## src/rtl/alc_pkg.sv

```systemverilog
package alc_pkg;
  localparam int GAIN_W = 6;
  localparam logic [GAIN_W-1:0] GAIN_RESET = 6'd16;

  typedef enum logic [1:0] {
    GK_FREEZE = 2'b00,
    GK_CUT    = 2'b01,
    GK_FADE   = 2'b10,
    GK_CUT2   = 2'b11
  } gate_kind_e;

  typedef enum logic [2:0] {
    PH_SLEW,
    PH_GATE,
    PH_ATTACK,
    PH_HOLD,
    PH_DECAY
  } alc_phase_e;
endpackage

```

## src/rtl/alc_level_det.sv

```systemverilog
module alc_level_det #(
  parameter int SAMPLE_W = 16
) (
  input  logic                clk,
  input  logic                rst,
  input  logic                smp_valid,
  input  logic [SAMPLE_W-1:0] smp_data,
  input  logic [SAMPLE_W-1:0] target_lvl,
  input  logic [SAMPLE_W-1:0] gate_lvl,
  output logic                det_valid,
  output logic                det_over,
  output logic                det_quiet
);
  logic [SAMPLE_W-1:0] mag;

  // two's-complement magnitude; most negative value maps to 2^(SAMPLE_W-1)
  always_comb begin
    if (smp_data[SAMPLE_W-1]) mag = ~smp_data + 1'b1;
    else                      mag = smp_data;
  end

  always_ff @(posedge clk) begin
    if (rst) begin
      det_valid <= 1'b0;
      det_over  <= 1'b0;
      det_quiet <= 1'b0;
    end else begin
      det_valid <= smp_valid;
      if (smp_valid) begin
        det_over  <= mag > target_lvl;
        det_quiet <= mag < gate_lvl;
      end
    end
  end

  AST_DET_ONE_CYCLE: assert property (@(posedge clk) disable iff (rst)
    smp_valid |=> det_valid);
endmodule

```

## src/rtl/alc_quiet_timer.sv

```systemverilog
module alc_quiet_timer #(
  parameter int QUIET_SAMPLES = 12000
) (
  input  logic clk,
  input  logic rst,
  input  logic enable,
  input  logic det_valid,
  input  logic det_quiet,
  output logic gate_now
);
  localparam int QW = $clog2(QUIET_SAMPLES + 1);
  localparam logic [QW-1:0] QLIM = QW'(QUIET_SAMPLES);

  logic [QW-1:0] cnt_q, cnt_n;

  always_comb begin
    cnt_n = cnt_q;
    if (!enable)
      cnt_n = '0;
    else if (det_valid) begin
      if (!det_quiet)        cnt_n = '0;
      else if (cnt_q != QLIM) cnt_n = cnt_q + 1'b1;
    end
  end

  assign gate_now = enable && (cnt_n == QLIM);

  always_ff @(posedge clk) begin
    if (rst) cnt_q <= '0;
    else     cnt_q <= cnt_n;
  end

  AST_QUIET_COUNTS: assert property (@(posedge clk) disable iff (rst)
    (enable && det_valid && det_quiet && cnt_q != QLIM) |=> cnt_q == $past(cnt_q) + 1'b1);
  AST_LOUD_RELEASE: assert property (@(posedge clk) disable iff (rst)
    (det_valid && !det_quiet) |=> cnt_q == '0);
endmodule

```

## src/rtl/alc_gain_seq.sv

```systemverilog
module alc_gain_seq
  import alc_pkg::*;
#(
  parameter int ATK_BASE  = 2,
  parameter int HOLD_BASE = 4,
  parameter int DEC_BASE  = 8,
  parameter int SLEW_BASE = 2,
  parameter int FADE_BASE = 4,
  parameter int PACE_W    = 16
) (
  input  logic              clk,
  input  logic              rst,
  input  logic              det_valid,
  input  logic              det_over,
  input  logic              gate_now,
  input  logic              alc_en,
  input  logic [GAIN_W-1:0] max_gain,
  input  logic [GAIN_W-1:0] manual_gain,
  input  logic [3:0]        attack_sel,
  input  logic [3:0]        hold_sel,
  input  logic [3:0]        decay_sel,
  input  logic [1:0]        slew_sel,
  input  logic [1:0]        gate_kind,
  output logic [GAIN_W-1:0] gain_q
);
  localparam int HOLD_MAX_I = 15 * HOLD_BASE + 1;
  localparam int HOLD_W     = $clog2(HOLD_MAX_I + 1);
  localparam logic [HOLD_W-1:0] HOLD_MAX = HOLD_W'(HOLD_MAX_I);

  alc_phase_e         phase_q, phase_n;
  logic [PACE_W-1:0]  pace_q, pace_n, cnt;
  logic [HOLD_W-1:0]  hold_q, hold_n, hold_len;
  logic [GAIN_W-1:0]  gain_n;
  logic [PACE_W-1:0]  atk_iv, dec_iv, slew_iv;
  gate_kind_e         gk;
  logic               jump_ok;

  assign atk_iv   = PACE_W'(attack_sel) * PACE_W'(ATK_BASE) + PACE_W'(ATK_BASE);
  assign dec_iv   = PACE_W'(decay_sel)  * PACE_W'(DEC_BASE) + PACE_W'(DEC_BASE);
  assign slew_iv  = PACE_W'(SLEW_BASE) << slew_sel;
  assign hold_len = HOLD_W'(hold_sel) * HOLD_W'(HOLD_BASE);
  assign gk       = gate_kind_e'(gate_kind);

  always_comb begin
    phase_n = phase_q;
    pace_n  = pace_q;
    gain_n  = gain_q;
    hold_n  = hold_q;
    cnt     = '0;
    if (det_valid) begin
      if (!alc_en) begin
        phase_n = PH_SLEW;
        hold_n  = '0;
        if (gain_q == manual_gain) pace_n = '0;
        else begin
          cnt = (phase_q == PH_SLEW) ? pace_q + 1'b1 : PACE_W'(1);
          if (cnt >= slew_iv) begin
            pace_n = '0;
            gain_n = (gain_q < manual_gain) ? gain_q + 1'b1 : gain_q - 1'b1;
          end else pace_n = cnt;
        end
      end else begin
        if (det_over)               hold_n = '0;
        else if (hold_q != HOLD_MAX) hold_n = hold_q + 1'b1;
        if (gate_now)               phase_n = PH_GATE;
        else if (det_over)          phase_n = PH_ATTACK;
        else if (hold_n > hold_len) phase_n = PH_DECAY;
        else                        phase_n = PH_HOLD;
        cnt = (phase_n == phase_q) ? pace_q + 1'b1 : PACE_W'(1);
        if (gain_q > max_gain) begin
          gain_n = max_gain;
          pace_n = '0;
        end else begin
          unique case (phase_n)
            PH_GATE: begin
              if (gk == GK_FREEZE) pace_n = '0;
              else if (gk == GK_FADE) begin
                if (cnt >= PACE_W'(FADE_BASE)) begin
                  pace_n = '0;
                  if (gain_q != '0) gain_n = gain_q - 1'b1;
                end else pace_n = cnt;
              end else begin
                gain_n = '0;
                pace_n = '0;
              end
            end
            PH_ATTACK: begin
              if (cnt >= atk_iv) begin
                pace_n = '0;
                if (gain_q != '0) gain_n = gain_q - 1'b1;
              end else pace_n = cnt;
            end
            PH_DECAY: begin
              if (cnt >= dec_iv) begin
                pace_n = '0;
                if (gain_q < max_gain) gain_n = gain_q + 1'b1;
              end else pace_n = cnt;
            end
            default: pace_n = '0;
          endcase
        end
      end
    end
  end

  always_ff @(posedge clk) begin
    if (rst) begin
      phase_q <= PH_SLEW;
      pace_q  <= '0;
      hold_q  <= '0;
      gain_q  <= GAIN_RESET;
    end else begin
      phase_q <= phase_n;
      pace_q  <= pace_n;
      hold_q  <= hold_n;
      gain_q  <= gain_n;
    end
  end

  assign jump_ok = det_valid && alc_en &&
                   ((gain_q > max_gain) || (gate_now && (gk == GK_CUT || gk == GK_CUT2)));

  AST_IDLE_STABLE: assert property (@(posedge clk) disable iff (rst)
    !det_valid |=> $stable(gain_q));
  AST_SINGLE_STEP: assert property (@(posedge clk) disable iff (rst)
    !jump_ok |=> (gain_q == $past(gain_q) || gain_q == GAIN_W'($past(gain_q) + 1'b1) ||
                  gain_q == GAIN_W'($past(gain_q) - 1'b1)));
  AST_CEILING: assert property (@(posedge clk) disable iff (rst)
    (det_valid && alc_en) |=> gain_q <= $past(max_gain));
  AST_CUT_ZERO: assert property (@(posedge clk) disable iff (rst)
    (det_valid && alc_en && gate_now && gk == GK_CUT && gain_q <= max_gain) |=> gain_q == '0);
endmodule

```

## src/rtl/alc_gain_ctrl.sv

```systemverilog
module alc_gain_ctrl
  import alc_pkg::*;
#(
  parameter int SAMPLE_W      = 16,
  parameter int QUIET_SAMPLES = 12000,
  parameter int ATK_BASE      = 2,
  parameter int HOLD_BASE     = 4,
  parameter int DEC_BASE      = 8,
  parameter int SLEW_BASE     = 2,
  parameter int FADE_BASE     = 4
) (
  input  logic                clk,
  input  logic                rst,
  input  logic                smp_valid,
  input  logic [SAMPLE_W-1:0] smp_data,
  input  logic                alc_en,
  input  logic [SAMPLE_W-1:0] target_lvl,
  input  logic [5:0]          max_gain,
  input  logic [5:0]          manual_gain,
  input  logic [3:0]          attack_sel,
  input  logic [3:0]          hold_sel,
  input  logic [3:0]          decay_sel,
  input  logic [1:0]          slew_sel,
  input  logic                gate_en,
  input  logic [1:0]          gate_kind,
  input  logic [SAMPLE_W-1:0] gate_lvl,
  output logic [5:0]          gain_code
);
  localparam int MAX_BASE = (ATK_BASE > DEC_BASE) ?
                            ((ATK_BASE > FADE_BASE) ? ATK_BASE : FADE_BASE) :
                            ((DEC_BASE > FADE_BASE) ? DEC_BASE : FADE_BASE);
  localparam int MAX_IV   = (16 * MAX_BASE > 8 * SLEW_BASE) ? 16 * MAX_BASE : 8 * SLEW_BASE;
  localparam int PACE_W   = $clog2(MAX_IV + 2);

  logic det_valid, det_over, det_quiet, gate_now;

  alc_level_det #(.SAMPLE_W(SAMPLE_W)) u_det (
    .clk(clk), .rst(rst), .smp_valid(smp_valid), .smp_data(smp_data),
    .target_lvl(target_lvl), .gate_lvl(gate_lvl),
    .det_valid(det_valid), .det_over(det_over), .det_quiet(det_quiet)
  );

  alc_quiet_timer #(.QUIET_SAMPLES(QUIET_SAMPLES)) u_quiet (
    .clk(clk), .rst(rst), .enable(gate_en && alc_en),
    .det_valid(det_valid), .det_quiet(det_quiet), .gate_now(gate_now)
  );

  alc_gain_seq #(
    .ATK_BASE(ATK_BASE), .HOLD_BASE(HOLD_BASE), .DEC_BASE(DEC_BASE),
    .SLEW_BASE(SLEW_BASE), .FADE_BASE(FADE_BASE), .PACE_W(PACE_W)
  ) u_seq (
    .clk(clk), .rst(rst), .det_valid(det_valid), .det_over(det_over),
    .gate_now(gate_now), .alc_en(alc_en), .max_gain(max_gain),
    .manual_gain(manual_gain), .attack_sel(attack_sel), .hold_sel(hold_sel),
    .decay_sel(decay_sel), .slew_sel(slew_sel), .gate_kind(gate_kind),
    .gain_q(gain_code)
  );
endmodule

```

## config.mk

```make
export PLATFORM = sky130hd
export DESIGN_NAME = alc_gain_ctrl
export DESIGN_NICKNAME = d
export VERILOG_FILES = /design/src/rtl/alc_pkg.sv /design/src/rtl/alc_level_det.sv /design/src/rtl/alc_quiet_timer.sv /design/src/rtl/alc_gain_seq.sv /design/src/rtl/alc_gain_ctrl.sv
export SDC_FILE = /design/constraint.sdc
export NUM_CORES = 1
export LEC_CHECK = 0
export BUFFER_PORTS_ARGS = -buffer_cell sky130_fd_sc_hd__buf_2
export CORE_MARGIN = 1
export CORE_UTILIZATION = 45
export DETAILED_ROUTE_END_ITERATION = 12
export HOLD_SLACK_MARGIN = 0.02
export PLACE_DENSITY = 0.69
export SLEW_MARGIN = 10
export SYNTH_ARGS = -nofsm -noshare
export SYNTH_HDL_FRONTEND = slang
export SYNTH_SLANG_ARGS = --single-unit
```

## constraint.sdc

```tcl
create_clock -name clk -period 7.1 [get_ports clk]
set_clock_uncertainty 0.2 [all_clocks]
set_input_delay 0.355 -clock clk [delete_from_list [all_inputs] [get_ports clk]]
set_output_delay 0.355 -clock clk [all_outputs]
set_load 0.01 [all_outputs]
```

Word level (Yosys, flattened, before mapping)
Cells that the tools add are included.

storage, ports and cells
  bits in registers = 40
  bits of input ports = 81

operators by class
  add/sub/neg operators = 8
  magnitude comparators = 10
  equality and inequality tests = 16
  shifts and indexed selects = 1
  muxes and demuxes = 41
  bitwise gates (word level) = 1
  reduce and logical (&&, ||, !) cells = 7

operators with widths
  operator                                                                 number
  6-bit 2-to-1 mux                                                         17
  8-bit 2-to-1 mux                                                         11
  14-bit 2-to-1 mux                                                        4
  8-bit >= comparator                                                      3
  8-bit one-hot mux with 3 select lines                                    1
  3-bit 2-to-1 mux                                                         6
  6-bit one-hot mux with 3 select lines                                    1
  16-bit by 1-bit adder with 16-bit output, second input constant          1
  16-bit > comparator                                                      1
  16-bit less-than comparator                                              1
  16-bit 2-to-1 mux                                                        1
  16-bit inverter                                                          1
  14-bit by 1-bit adder with 14-bit output, second input constant          1
  14-bit == test, second input constant                                    1
  14-bit inequality test, second input constant                            1
  6-bit by 1-bit adder with 6-bit output, second input constant            2
  6-bit > comparator                                                       2
  6-bit less-than comparator                                               2
  4-bit by 2-bit inequality test with 1-bit output, second input constant  3
  9-bit AND reduction                                                      1
  7-bit by 4-bit adder with 8-bit output, second input constant            1
  8-bit by 1-bit adder with 8-bit output, second input constant            1
  8-bit by 3-bit >= comparator with 1-bit output, second input constant    1
  2-bit by 2-bit left shift with 8-bit output, first input constant        1
  18 further kinds                                                         19

Longest topological paths before layout
  word-level depth = 20
  gate-level depth with buffers = 26
  depth with buffers taken out = 24

By module
Synthesis repeated with hierarchy kept, for this count alone.

unflattened totals
  cell total of the unflattened synthesis = 695
  area, all modules = 5149.9 µm²

modules (own cells, without submodules)
  module           instances  cells an instance  area each (µm²)  sequential area each (µm²)
  alc_gain_seq     1          413                3032.9           460.4
  alc_level_det    1          163                1171.1           60.1
  alc_quiet_timer  1          118                939.7            280.3
  alc_gain_ctrl    1          1                  6.3              0.0

Worst setup path before layout
Ideal clock, no wire load.

  path type = register -> register
  from = register u_quiet.cnt_q[3]
  to = register u_seq.gain_q[2]
  setup time = 0.120 ns
  arrival = 4.802 ns
  slack = 1.979 ns
  cell stages (with the launch flop) = 20
  path buffers = 3
  cells stage by stage = dfxtp_1 buf_4 nand4_2 or4_4 xor2_1 or4_4 a2111oi_4 mux2_4 buf_6 or2_2 ha_1 and4_1 nand3_1 a311o_1 a221oi_1 o21bai_1 a21oi_1 buf_2 a21boi_0 o31a_1

between the ends
  longest elaborated chain between the ends = 15
  elaborated cells on any way between the ends = 29
  classes of those cells = add/sub (1); order compare (3); eq/ne (12); mux (11); reduce/logical (2)

ends and longest elaborated chain
  item                                                                                                                            line                   source
  from (decl)                                                                                                                     alc_quiet_timer.sv:14  logic [QW-1:0] cnt_q, cnt_n;
  from (signal assigned)                                                                                                          alc_quiet_timer.sv:30  else cnt_q <= cnt_n;
  14-bit by 1-bit adder with 14-bit output or 14-bit inequality test (tied branches)                                              alc_quiet_timer.sv:22  else if (cnt_q != QLIM) cnt_n = cnt_q + 1'b1;
  14-bit 2-to-1 mux                                                                                                               alc_quiet_timer.sv:22
  14-bit 2-to-1 mux                                                                                                               alc_quiet_timer.sv:21  if (!det_quiet) cnt_n = '0;
  14-bit 2-to-1 mux *                                                                                                             alc_quiet_timer.sv:20  else if (det_valid) begin
  14-bit 2-to-1 mux *                                                                                                             alc_quiet_timer.sv:18  if (!enable)
  14-bit == test *                                                                                                                alc_quiet_timer.sv:26  assign gate_now = enable && (cnt_n == QLIM);
  1-bit logical AND *                                                                                                             alc_quiet_timer.sv:26
  3-bit 2-to-1 mux *                                                                                                              alc_gain_seq.sv:65     if (gate_now) phase_n = PH_GATE;
  3-bit 2-to-1 mux *                                                                                                              alc_gain_seq.sv:51     if (!alc_en) begin
  3-bit 2-to-1 mux *                                                                                                              alc_gain_seq.sv:50     if (det_valid) begin
  3-bit == test                                                                                                                   alc_gain_seq.sv:69     cnt = (phase_n == phase_q) ? pace_q + 1'b1 : PACE_W'(1);
  8-bit 2-to-1 mux                                                                                                                alc_gain_seq.sv:69
  8-bit by 3-bit >= comparator with 1-bit output (tied with other cells)                                                          alc_gain_seq.sv:78     if (cnt >= PACE_W'(FADE_BASE)) begin
  5-bit by 4-bit inequality test with 1-bit output (no line) or 4-bit by 2-bit inequality test with 1-bit output (tied branches)  --
  9-bit AND reduction (no line)                                                                                                   --
  to (signal assigned)                                                                                                            alc_gain_seq.sv:116    gain_q <= gain_n;
  to (decl)                                                                                                                       alc_gain_seq.sv:24     output logic [GAIN_W-1:0] gain_q

Every way passes the cells marked *; elsewhere a longest branch is shown, timed or not. The select of a mux whose other input is x is not followed.
A chain may end at the register's enable or synchronous reset.

Worst setup path in the final report
  from = register u_quiet.cnt_q[2]
  to = register u_seq.gain_q[2]

The elaborated chain is that of the path after synthesis.

==> key figures <==
STA
  – Unrepaired setup endpoints after global routing: false
  – Tightest Pin Transition: 1.15 ns
  – Maximum clock frequency: 166 MHz
  – Fin Hold WS: 0.165 ns
  – Worst max-slew margin expressed relative to the limit: 22.8%
  – Final max-slew violation count: 0
  – Final hold violation count: 0
  – Fin Setup TNS: 0 ns
  – Final worst-path setup slack: 1.06 ns
  – Time the worst path needs with I/O delays and setup: 6.04 ns
  – Period Utilization, post-route: 85.0%
  – Final setup violation count: 0

Synthesis
  – Ys flop type: dfxtp_1
  – Synth cell types: 73
  – Register area share after synthesis: 15.4%
  – Number of nets in the synthesized netlist: 861
  – Gate count after technology mapping: 708
  – Post-synthesis register bit count: 40
  – Warnings from Yosys: 0
  – Async SR Flop Fraction: 0%
  – Total standard cell area after synthesis: 5190 um2
  – Syn avg cell area: 7.33 um2
  – Number of synthesized flops with an enable pin: 0

Global route
  – Remaining Overflow, GRT: 0
  – Antenna violations before repair: 0
  – GR Util All Layers: 23.6%
  – Largest net degree at the start of global routing: 26
  – Via count of the first global-routing pass: 5073
  – Global-route wire length before repair: 22800 um

Clocking
  – Clk sinks: 40
  – Clock insertion delay at the later pin of the skew report: 0.29 ns
  – Maximum count of clock buffers along a single path: 2
  – CTS tree: built
  – Root Buffer Master: clkbuf_16
  – Register clock-pin slew on the reported worst setup and hold paths: 0.06 ns
  – Number of buffers inserted for hold repair after clock tree synthesis: 0
  – Clock buffers created by TritonCTS: 5
  – CTS-repair resized insts: 0
  – H-Tree Level Count: 2
  – Number of setup buffers added after CTS: 0

Detailed routing
  – DR pass1 iterations: 5
  – Routed wire length per instance: 14.9 um
  – Count of antenna-violating nets left after detailed routing: 0
  – Wire length on met2: 6560 um
  – Detailed route wirelength on metal3: 691 um
  – Detailed-route via count: 5344
  – Number of violations reported at the end of detailed-routing iteration 0: 271
  – Remaining design rule violation count: 0
  – Vias per cell: 5.85
  – Total wirelength of the detailed-routed design: 13700 um
  – Metal-1 WL: 6050 um
  – Highest routing layer actually used: met4

Power
  – Total power per unit cell area: 125 nW/um2
  – Internal power component: 0.496 mW
  – Final total power: 0.729 mW
  – Clock share of power: 36.2%
  – Part of the total power dissipated in sequential elements: 33.2%
  – Peak ir drop on the vdd network: 0.0000819 V
  – Fraction of power spent switching nets: 32.0%
  – Switching Power: 0.233 mW
  – Leak Pwr: 2.62 nW
  – Comb power frac: 30.5%

Cells and area
  – Number of standard cells in the final layout excluding fillers: 914
  – Number of filler instances in the final layout: 1071
  – Layout Cell Area excl Fill: 5840 um2
  – Commonest non-fill, non-tap cell in the layout: buf_2
  – Layout-stage area growth over the synthesis result: 12.5%
  – Share of final-layout standard cells stronger than drive strength 1: 15.0%
  – Final layout net count: 926
  – Antenna diode count: 0
  – Commonest cells after routing, fill and taps aside: buf_2, ha_1, inv_1
  – Post-layout util: 52.9%

Setup path
  – Number of buffer and inverter stages on the critical path: 1
  – Number of stages on the worst setup path: 17
  – Cell seen most often among critical-path stages: or4_4
  – Critical path startpoint: u_quiet.cnt_q[2]
  – Setup slack on the worst flop-to-flop path: 1.06 ns
  – Crit path max-delay cell type: a21oi_1
  – Worst Setup Start Kind: flip-flop
  – Highest cell delay on the worst timing path: 0.64 ns
  – Largest driver fanout on the critical path: 13
  – Critical path destination: u_seq.gain_q[2]
  – Crit-path cells: nand4_2, or4_4, xor2_1, or4_4, a2111oi_4, buf_4, mux2_4, or2_2, ha_1, and4_1, nand3_1, a311o_1, a221oi_1, o21bai_1, a21oi_1, a21boi_0, o31a_1
  – Critical path endpoint category: flip-flop
  – Start of the worst register-to-register path: u_quiet.cnt_q[2]
  – Signal arrival time at the worst endpoint: 6.01 ns
  – Critical R2R Capture: u_seq.gain_q[2]
  – Start-to-end type of the worst setup path: flip-flop to flip-flop
  – Critical Path RT: 7.07 ns
  – Cells on worst reg2reg path: 17
  – Largest delay share family, worst path: compound AO/OA/AOI/OAI gates

Run status
  – Result of the run: finished clean

Place
  – Number of placed instances with taps included: 906
  – HPWL after detailed placement: 11000 um
  – Cell area reported after detailed placement: 5660 um2
  – Global placer's final weighted congestion: 0.910
  – Number of I/O port buffers: 86
  – Worst slack, placed: 1.11 ns

Hold path
  – Worst min-delay path class: input port to flip-flop
  – Hold Path Depth: 3

Floorplan
  – Initial core utilization: 47.0%
  – Die height: 109 um
  – Core footprint: 11000 um2
  – Total Die Area: 12000 um2
  – Chip Width: 109 um
  – Total number of placement rows: 38
  – Top-level I/O count: 87

Job
  – Max capacitance violation total: 0
-- flip-flops by register name, indices dropped and copies added (netlist names) --
name and cells:
u_seq.hold_q 6, u_det.det_quiet 1, u_det.det_over 1, u_seq.phase_q 3, u_det.det_valid 1, u_seq.gain_q 6
u_quiet.cnt_q 14, u_seq.pace_q 8
-- how the worst min path moves through the flow --
stage	startpoint	to
floorplan	u_det.det_quiet	u_det.det_quiet
global placement	u_seq.pace_q[6]	u_seq.pace_q[6]
detailed placement	u_seq.pace_q[6]	u_seq.pace_q[6]
CTS	gate_en	u_quiet.cnt_q[12]
global route	gate_en	u_quiet.cnt_q[12]
finish	gate_en	u_quiet.cnt_q[12]
-- worst register-to-register path, stage by stage (launching register included) --
cell and delay [ns]:
dfxtp_1 0.56, nand4_2 0.20, or4_4 0.56, xor2_1 0.17
or4_4 0.55, a2111oi_4 0.21, buf_4 0.25, mux2_4 0.38
or2_2 0.29, ha_1 0.27, and4_1 0.20, nand3_1 0.10
a311o_1 0.39, a221oi_1 0.30, o21bai_1 0.09, a21oi_1 0.64
a21boi_0 0.23, o31a_1 0.33
-- Yosys cell counts (8+ instances only) --
master	instances	area share [%]
nor2_1	66	4.8
nand3_1	25	2.4
nor3_1	19	1.8
a21oi_1	40	3.9
dfxtp_1	40	15
nand4_1	23	2.8
a211oi_1	8	1.2
xnor2_1	31	5.2
nor4_1	9	1.1
inv_1	67	4.8
nand2b_1	14	1.7
a21o_1	18	2.6
or3_1	9	1.1
nor2b_1	9	1.1
buf_2	8	0.77
o21ai_0	37	3.6
ha_1	72	17
xor2_1	16	2.7
nand2_1	52	3.8
clkbuf_1	18	1.3
-- layout make-up --
cell class	instances	area [um2]	area share (%)
Sequential cell	40	801	13.7
Timing Repair Buffer	89	453	7.76
Inverter	68	255	4.37
Clock inverter	3	46.3	0.793
Multi-Input combinational cell	569	3980	68.2
Tap cell	140	175	3.00
Clock buffer	5	125	2.14
-- kinds of logic (layout without fill, tap and decap cells) --
| family | count (synthesis) | count (layout) | synth area share (%) |
|---|---|---|---|
| AO/OA/AOI/OAI | 176 | 176 | 23.3 |
| XOR/XNOR | 47 | 47 | 7.94 |
| adder cells (fa/ha/maj) | 72 | 72 | 17.4 |
| buffers and inverters | 99 | 165 | 7.82 |
| flip-flops | 40 | 40 | 15.4 |
| multiplexers | 6 | 6 | 1.25 |
| AND/OR/NAND/NOR | 268 | 268 | 26.9 |
-- power groups by stage --
stage	combinational, mW	clock, mW	sequential (mW)
after floorplan	0.156	0	0.241
after global placement	0.214	0	0.246
after detailed placement	0.221	0	0.247
after CTS	0.223	0.272	0.242
after global routing	0.252	0.277	0.243
final	0.223	0.264	0.242
-- layer usage --
layer  vias up  global-route usage, %
li1       2686                      -
met1      2444                   28.9
met2       185                   42.5
met3        29                   2.07
met4         0                   9.62
met5         -                      0
No activity file was read; power rests on OpenSTA's default activity.
